===== config.mk =====
export PLATFORM = sky130hd
export DESIGN_NAME = irq_expander
export DESIGN_NICKNAME = d
export VERILOG_FILES = /design/src/rtl/irqx_pkg.sv /design/src/rtl/irqx_regs.sv /design/src/rtl/irqx_route.sv /design/src/rtl/irqx_prio.sv /design/src/rtl/irq_expander.sv
export SDC_FILE = /design/constraint.sdc
export NUM_CORES = 2
export LEC_CHECK = 0
export ABC_AREA = 1
export BUFFER_PORTS_ARGS = -buffer_cell sky130_fd_sc_hd__clkbuf_2
export CAP_MARGIN = 15
export CORE_MARGIN = 3
export CORE_UTILIZATION = 25
export DETAILED_ROUTE_END_ITERATION = 10
export GPL_TIMING_DRIVEN = 0
export SETUP_SLACK_MARGIN = 0.02
export SYNTH_ARGS = -nofsm -noshare
export SYNTH_HDL_FRONTEND = slang
export SYNTH_SLANG_ARGS = --single-unit

===== constraint.sdc =====
create_clock -name clk -period 6.4 [get_ports clk]
set_clock_uncertainty 0.1 [all_clocks]
set_input_delay 0.32 -clock clk [delete_from_list [all_inputs] [get_ports clk]]
set_output_delay 0.32 -clock clk [all_outputs]
set_load 0.05 [all_outputs]

===== src/rtl/irqx_pkg.sv =====
package irqx_pkg;
    localparam int NSRC_DEF  = 48;
    localparam int NCH_DEF   = 32;
    localparam int AW_DEF    = 6;
    localparam int DW_DEF    = 32;
    localparam int NCLASS    = 2;
    localparam int CLS_NORM  = 0;
    localparam int CLS_FAST  = 1;
endpackage


===== src/rtl/irqx_regs.sv =====
module irqx_regs
    import irqx_pkg::*;
#(
    parameter int NSRC = NSRC_DEF,
    parameter int NCH  = NCH_DEF,
    parameter int AW   = AW_DEF,
    parameter int DW   = DW_DEF,
    localparam int CW  = $clog2(NCH)
) (
    input  logic                clk,
    input  logic                rst_n,
    input  logic                we,
    input  logic [AW-1:0]       addr,
    input  logic [DW-1:0]       wdata,
    output logic [DW-1:0]       rdata,
    output logic [NSRC*CW-1:0]  route_flat,
    output logic [NCH-1:0]      mask_q,
    output logic [NCH-1:0]      class_q
);
    localparam int ADDR_MASK  = NSRC;
    localparam int ADDR_CLASS = NSRC + 1;

    logic [CW-1:0] route_q [NSRC];

    for (genvar s = 0; s < NSRC; s++) begin : g_route
        localparam logic [CW-1:0] RST_CH = (s < NCH - 1) ? CW'(s) : CW'(NCH - 1);
        always_ff @(posedge clk or negedge rst_n) begin
            if (!rst_n)
                route_q[s] <= RST_CH;
            else if (we && (32'(addr) == s))
                route_q[s] <= wdata[CW-1:0];
        end
        assign route_flat[s*CW +: CW] = route_q[s];
    end

    always_ff @(posedge clk or negedge rst_n) begin
        if (!rst_n) begin
            mask_q  <= '0;
            class_q <= '0;
        end else if (we) begin
            if (32'(addr) == ADDR_MASK)  mask_q  <= wdata[NCH-1:0];
            if (32'(addr) == ADDR_CLASS) class_q <= wdata[NCH-1:0];
        end
    end

    always_comb begin
        rdata = '0;
        if (32'(addr) < NSRC)
            rdata[CW-1:0] = route_q[addr];
        else if (32'(addr) == ADDR_MASK)
            rdata[NCH-1:0] = mask_q;
        else if (32'(addr) == ADDR_CLASS)
            rdata[NCH-1:0] = class_q;
    end
endmodule


===== src/rtl/irqx_route.sv =====
module irqx_route
    import irqx_pkg::*;
#(
    parameter int NSRC = NSRC_DEF,
    parameter int NCH  = NCH_DEF,
    localparam int CW  = $clog2(NCH)
) (
    input  logic [NSRC-1:0]     src,
    input  logic [NSRC*CW-1:0]  route_flat,
    output logic [NCH-1:0]      pend
);
    for (genvar c = 0; c < NCH; c++) begin : g_ch
        logic [NSRC-1:0] hit;
        for (genvar s = 0; s < NSRC; s++) begin : g_src
            assign hit[s] = src[s] && (route_flat[s*CW +: CW] == CW'(c));
        end
        assign pend[c] = |hit;
    end
endmodule


===== src/rtl/irqx_prio.sv =====
module irqx_prio
    import irqx_pkg::*;
#(
    parameter int NCH = NCH_DEF,
    localparam int CW = $clog2(NCH)
) (
    input  logic            clk,
    input  logic            rst_n,
    input  logic [NCH-1:0]  elig,
    output logic            req_q,
    output logic [CW-1:0]   idx_q
);
    logic [CW-1:0] win;

    always_comb begin
        win = '1;
        for (int i = NCH - 1; i >= 0; i--) begin
            if (elig[i]) win = CW'(i);
        end
    end

    always_ff @(posedge clk or negedge rst_n) begin
        if (!rst_n) begin
            req_q <= 1'b0;
            idx_q <= '1;
        end else begin
            req_q <= |elig;
            idx_q <= win;
        end
    end
endmodule


===== src/rtl/irq_expander.sv =====
module irq_expander
    import irqx_pkg::*;
#(
    parameter int NSRC = NSRC_DEF,
    parameter int NCH  = NCH_DEF,
    parameter int AW   = AW_DEF,
    parameter int DW   = DW_DEF,
    localparam int CW  = $clog2(NCH)
) (
    input  logic            clk,
    input  logic            rst_n,
    input  logic [NSRC-1:0] src_req,
    input  logic            reg_we,
    input  logic [AW-1:0]   reg_addr,
    input  logic [DW-1:0]   reg_wdata,
    output logic [DW-1:0]   reg_rdata,
    output logic            fast_req,
    output logic [CW-1:0]   fast_idx,
    output logic            norm_req,
    output logic [CW-1:0]   norm_idx
);
    logic [NSRC*CW-1:0] route_flat;
    logic [NCH-1:0]     mask_q;
    logic [NCH-1:0]     class_q;
    logic [NCH-1:0]     chan_pend;
    logic [NCLASS-1:0]  cls_req;
    logic [CW-1:0]      cls_idx [NCLASS];

    irqx_regs #(.NSRC(NSRC), .NCH(NCH), .AW(AW), .DW(DW)) u_regs (
        .clk(clk), .rst_n(rst_n), .we(reg_we), .addr(reg_addr),
        .wdata(reg_wdata), .rdata(reg_rdata), .route_flat(route_flat),
        .mask_q(mask_q), .class_q(class_q)
    );

    irqx_route #(.NSRC(NSRC), .NCH(NCH)) u_route (
        .src(src_req), .route_flat(route_flat), .pend(chan_pend)
    );

    for (genvar t = 0; t < NCLASS; t++) begin : g_cls
        logic [NCH-1:0] elig;
        assign elig = chan_pend & ~mask_q & ((t == CLS_FAST) ? class_q : ~class_q);
        irqx_prio #(.NCH(NCH)) u_prio (
            .clk(clk), .rst_n(rst_n), .elig(elig),
            .req_q(cls_req[t]), .idx_q(cls_idx[t])
        );
    end

    assign fast_req = cls_req[CLS_FAST];
    assign fast_idx = cls_idx[CLS_FAST];
    assign norm_req = cls_req[CLS_NORM];
    assign norm_idx = cls_idx[CLS_NORM];
endmodule


==> run_results.csv <==
group,metric,value,unit
run_status,status,"complete, no violations",
clocking,clock_path_buffers,3,
timing,period_share,0.898,
logic_synthesis,synth_flop_cell,"dfstp_2",
clocking,cts_root_buf,"clkbuf_16",
drt,wl_per_cell,34.0,um
timing,slew-limit-headroom,0.0318,
logic_synthesis,yosysMostFrequentCell,"nand2_1",
logic_synthesis,synth_area,29200,um2
floorplanning,ios,133,
floorplanning,start_util,0.254,
logic_synthesis,ys_ff_latch,316,
logic_synthesis,synth_edf_count,0,
timing,setup_viol,0,
critical_path,crit_top_cell,"nand2_1",
critical_path,crit_arrival,6.15,ns
timing,hold_violations,0,
critical_path,cp_slowest_cell,"a221oi_1",
clocking,cts_buffers,43,
grt,grt_overflow,0,
clocking,cts_setup_buffers,0,
finish,syn_to_final_growth,16.8,%
placement,io_buffers,130,
worst_hold_path,hp-class,"input pin to async pin",
clocking,worstSkewPairLatency,0.64,ns
grt,antenna_found_initial,21,
grt,grt_max_degree,106,
logic_synthesis,synthTopCellsByCount,"1600 x nand2_1, 686 x nor2_1, 605 x inv_1",
logic_synthesis,yosysTopAreaCell,"nand2_1",
critical_path,start_kind,"register",
placement,placed_cells,6637,
critical_path,path_cells,"inv_1, nand2_1, o22ai_1, a221oi_1, nand2_1, a2111oi_2, nand4_1, o31ai_1, inv_1, nand2_1, nand2_1, nor2_1, nand2_1, nor4_1, nand2_1",
placement,gp_congestion,1.16,
critical_path,cp.required,6.81,ns
logic_synthesis,syn-instance-count,4963,
floorplanning,die_h,348,um
flow_run,cap_violations,0,
timing,rsz0062_at_grt,"no",
timing,period_needed,5.74,ns
finish,drive_above_1_share,0.100,
timing,max_freq,0.174,GHz
power_and_ir_drop,ir_worst_vdd,0.219,mV
drt,antenna_left,0,
logic_synthesis,synth_top_area_frac,0.205,
placement,dp_hpwl,192,mm
grt,grt_pass1_vias,36300,
clocking,cts_tree,"yes",
logic_synthesis,ys_async_sr_fraction,1.00,
finish,fin_cells,6756,
drt,first_iter_violations,6681,
drt,drc,0,
drt,viasPerCell,5.89,
floorplanning,dieWidth,348,um
drt,firstDrtPassIters,9,
drt,wirelength,230,mm
logic_synthesis,yosysWarnings,0,
logic_synthesis,postSynthAreaPerCell,5.89,um2
power_and_ir_drop,p_leak,0.0146,uW
logic_synthesis,syn_nets,5052,
floorplanning,dieArea,121000,um2
clocking,cts_num_sinks,316,
logic_synthesis,ys_seq_area_frac,0.278,
drt,vias,39800,
timing,worstMarginPinSlew,1.44,ns
clocking,cts.reportedPaths.clkPinSlew,0.06,ns
floorplanning,coreArea,115000,um2
critical_path,crit_path_max_incr_delay,1.04,ns
logic_synthesis,synth_area_leaders,"nand2_1 21%, dfstp_2 15%, dfrtp_1 12%",
critical_path,worstSetupPathType,"register to register",
finish,nNetsFinal,5288,
grt,grt_use_total,0.365,
critical_path,path_max_fanout,6,
grt,grt_pass1_wl,306,mm
floorplanning,rows,124,
logic_synthesis,ys_types,53,
timing,finalMaxSlewViolations,0,
power_and_ir_drop,powerDensity,259,nW/um2
timing,fin_setup_tns,0,ns
critical_path,crit_path_end_kind,"register",
clocking,cts_max_level,2,
[worst paths after layout]
check	slack, ns	to	cells past startpoint	startpoint
max in group asynchronous	4.80	u_regs.route_flat[8]$_DFFE_PN0P_	4	rst_n
min reg2reg	0.38	u_regs.mask_q[16]$_DFFE_PN0P_	2	u_regs.mask_q[16]$_DFFE_PN0P_
max reg2reg	0.66	g_cls[0].u_prio.req_q$_DFF_PN0_	15	u_regs.route_flat[174]$_DFFE_PN1P_
min in group clk	0.23	u_regs.class_q[2]$_DFFE_PN0P_	4	reg_we
min	0.02	u_regs.route_flat[110]$_DFFE_PN0P_	2	rst_n
max	0.66	g_cls[0].u_prio.req_q$_DFF_PN0_	15	u_regs.route_flat[174]$_DFFE_PN1P_
[layer usage]
metal	part of all wire	global-route usage	vias up	wire, um
met4	0.076	0.224	4	17400
li1	-	-	17300	-
met3	0.12	0.104	517	27100
met1	0.41	0.494	19200	95000
met5	0.00012	0	-	28
met2	0.39	0.510	2765	90100
[power by group]
part	switching, uW	internal, uW	total, uW
clock	1060	1480	2540
combinational	2750	796	3550
sequential	352	2400	2750
[critical path, delay by kind of cell, from the launching register on]
kind,cells,cell delay [ns]
buffers and inverters,2,0.20
flip-flops,1,0.54
AO/OA/AOI/OAI,4,2.71
AND/OR/NAND/NOR,9,2.05
[kinds of logic (layout without fill, tap and decap cells)]
logic type      after synthesis  after routing  share of synthesized area
other cells                   0             10                          0
compound gates             1205           1205                      0.254
flops                       316            316                      0.278
simple gates               2647           2647                      0.363
buf+inv                     795           1066                      0.105
[cell type report]
class | count | area [um2]
Fill cell | 13200 | 81100
Inverter | 626 | 2350
Timing Repair Buffer | 191 | 1490
Clock buffer | 61 | 1230
Clock inverter | 19 | 211
Buffer | 169 | 734
Tap cell | 1512 | 1890
Antenna cell | 10 | 25.0
Multi-Input combinational cell | 3852 | 18100
Sequential cell | 316 | 8120
[layout by cell type (no fill, tap or decap), types with 66 or more instances in the layout]
cell and count:
dfrtp_1 146, nor2_1 683, nand4_1 78, clkbuf_1 95
clkbuf_2 139, o22ai_1 436, nand3_1 125, nor4_1 66
dfstp_2 170, inv_1 605, nand2_1 1600, o21ai_0 480
[through the flow]
step | cell area, um2 | worst slack, ns | utilization | total power (uW) | hold WS (ns)
after global routing | 34100 | 0.526 | 0.296 | 9140 | 0.0309
final | 34200 | 0.655 | 0.296 | 8840 | 0.0244
after detailed placement | 32400 | 0.928 | 0.281 | 6110 | 0.119
after global placement | 31800 | -2.23 | 0.276 | 6080 | 0.367
after CTS | 34100 | 0.933 | 0.296 | 8700 | 0.0201
after floorplan | 29200 | 3.38 | - | 4510 | -0.0756
[registers in the layout, summed over array words and instances, names as in the netlist]
| register | cells |
|---|---|
| u_regs.mask_q | 32 |
| u_regs.class_q | 32 |
| u_regs.route_flat | 240 |
| g_cls.u_prio.req_q | 2 |
| g_cls.u_prio.idx_q | 10 |
[timing repair]
action / in CTS / in global routing
hold buffers: 28 / 0
hold endpoints to repair: 147 / 0
resized for setup: 0 / 0
Note: power is estimated with default switching activity, not from simulation.
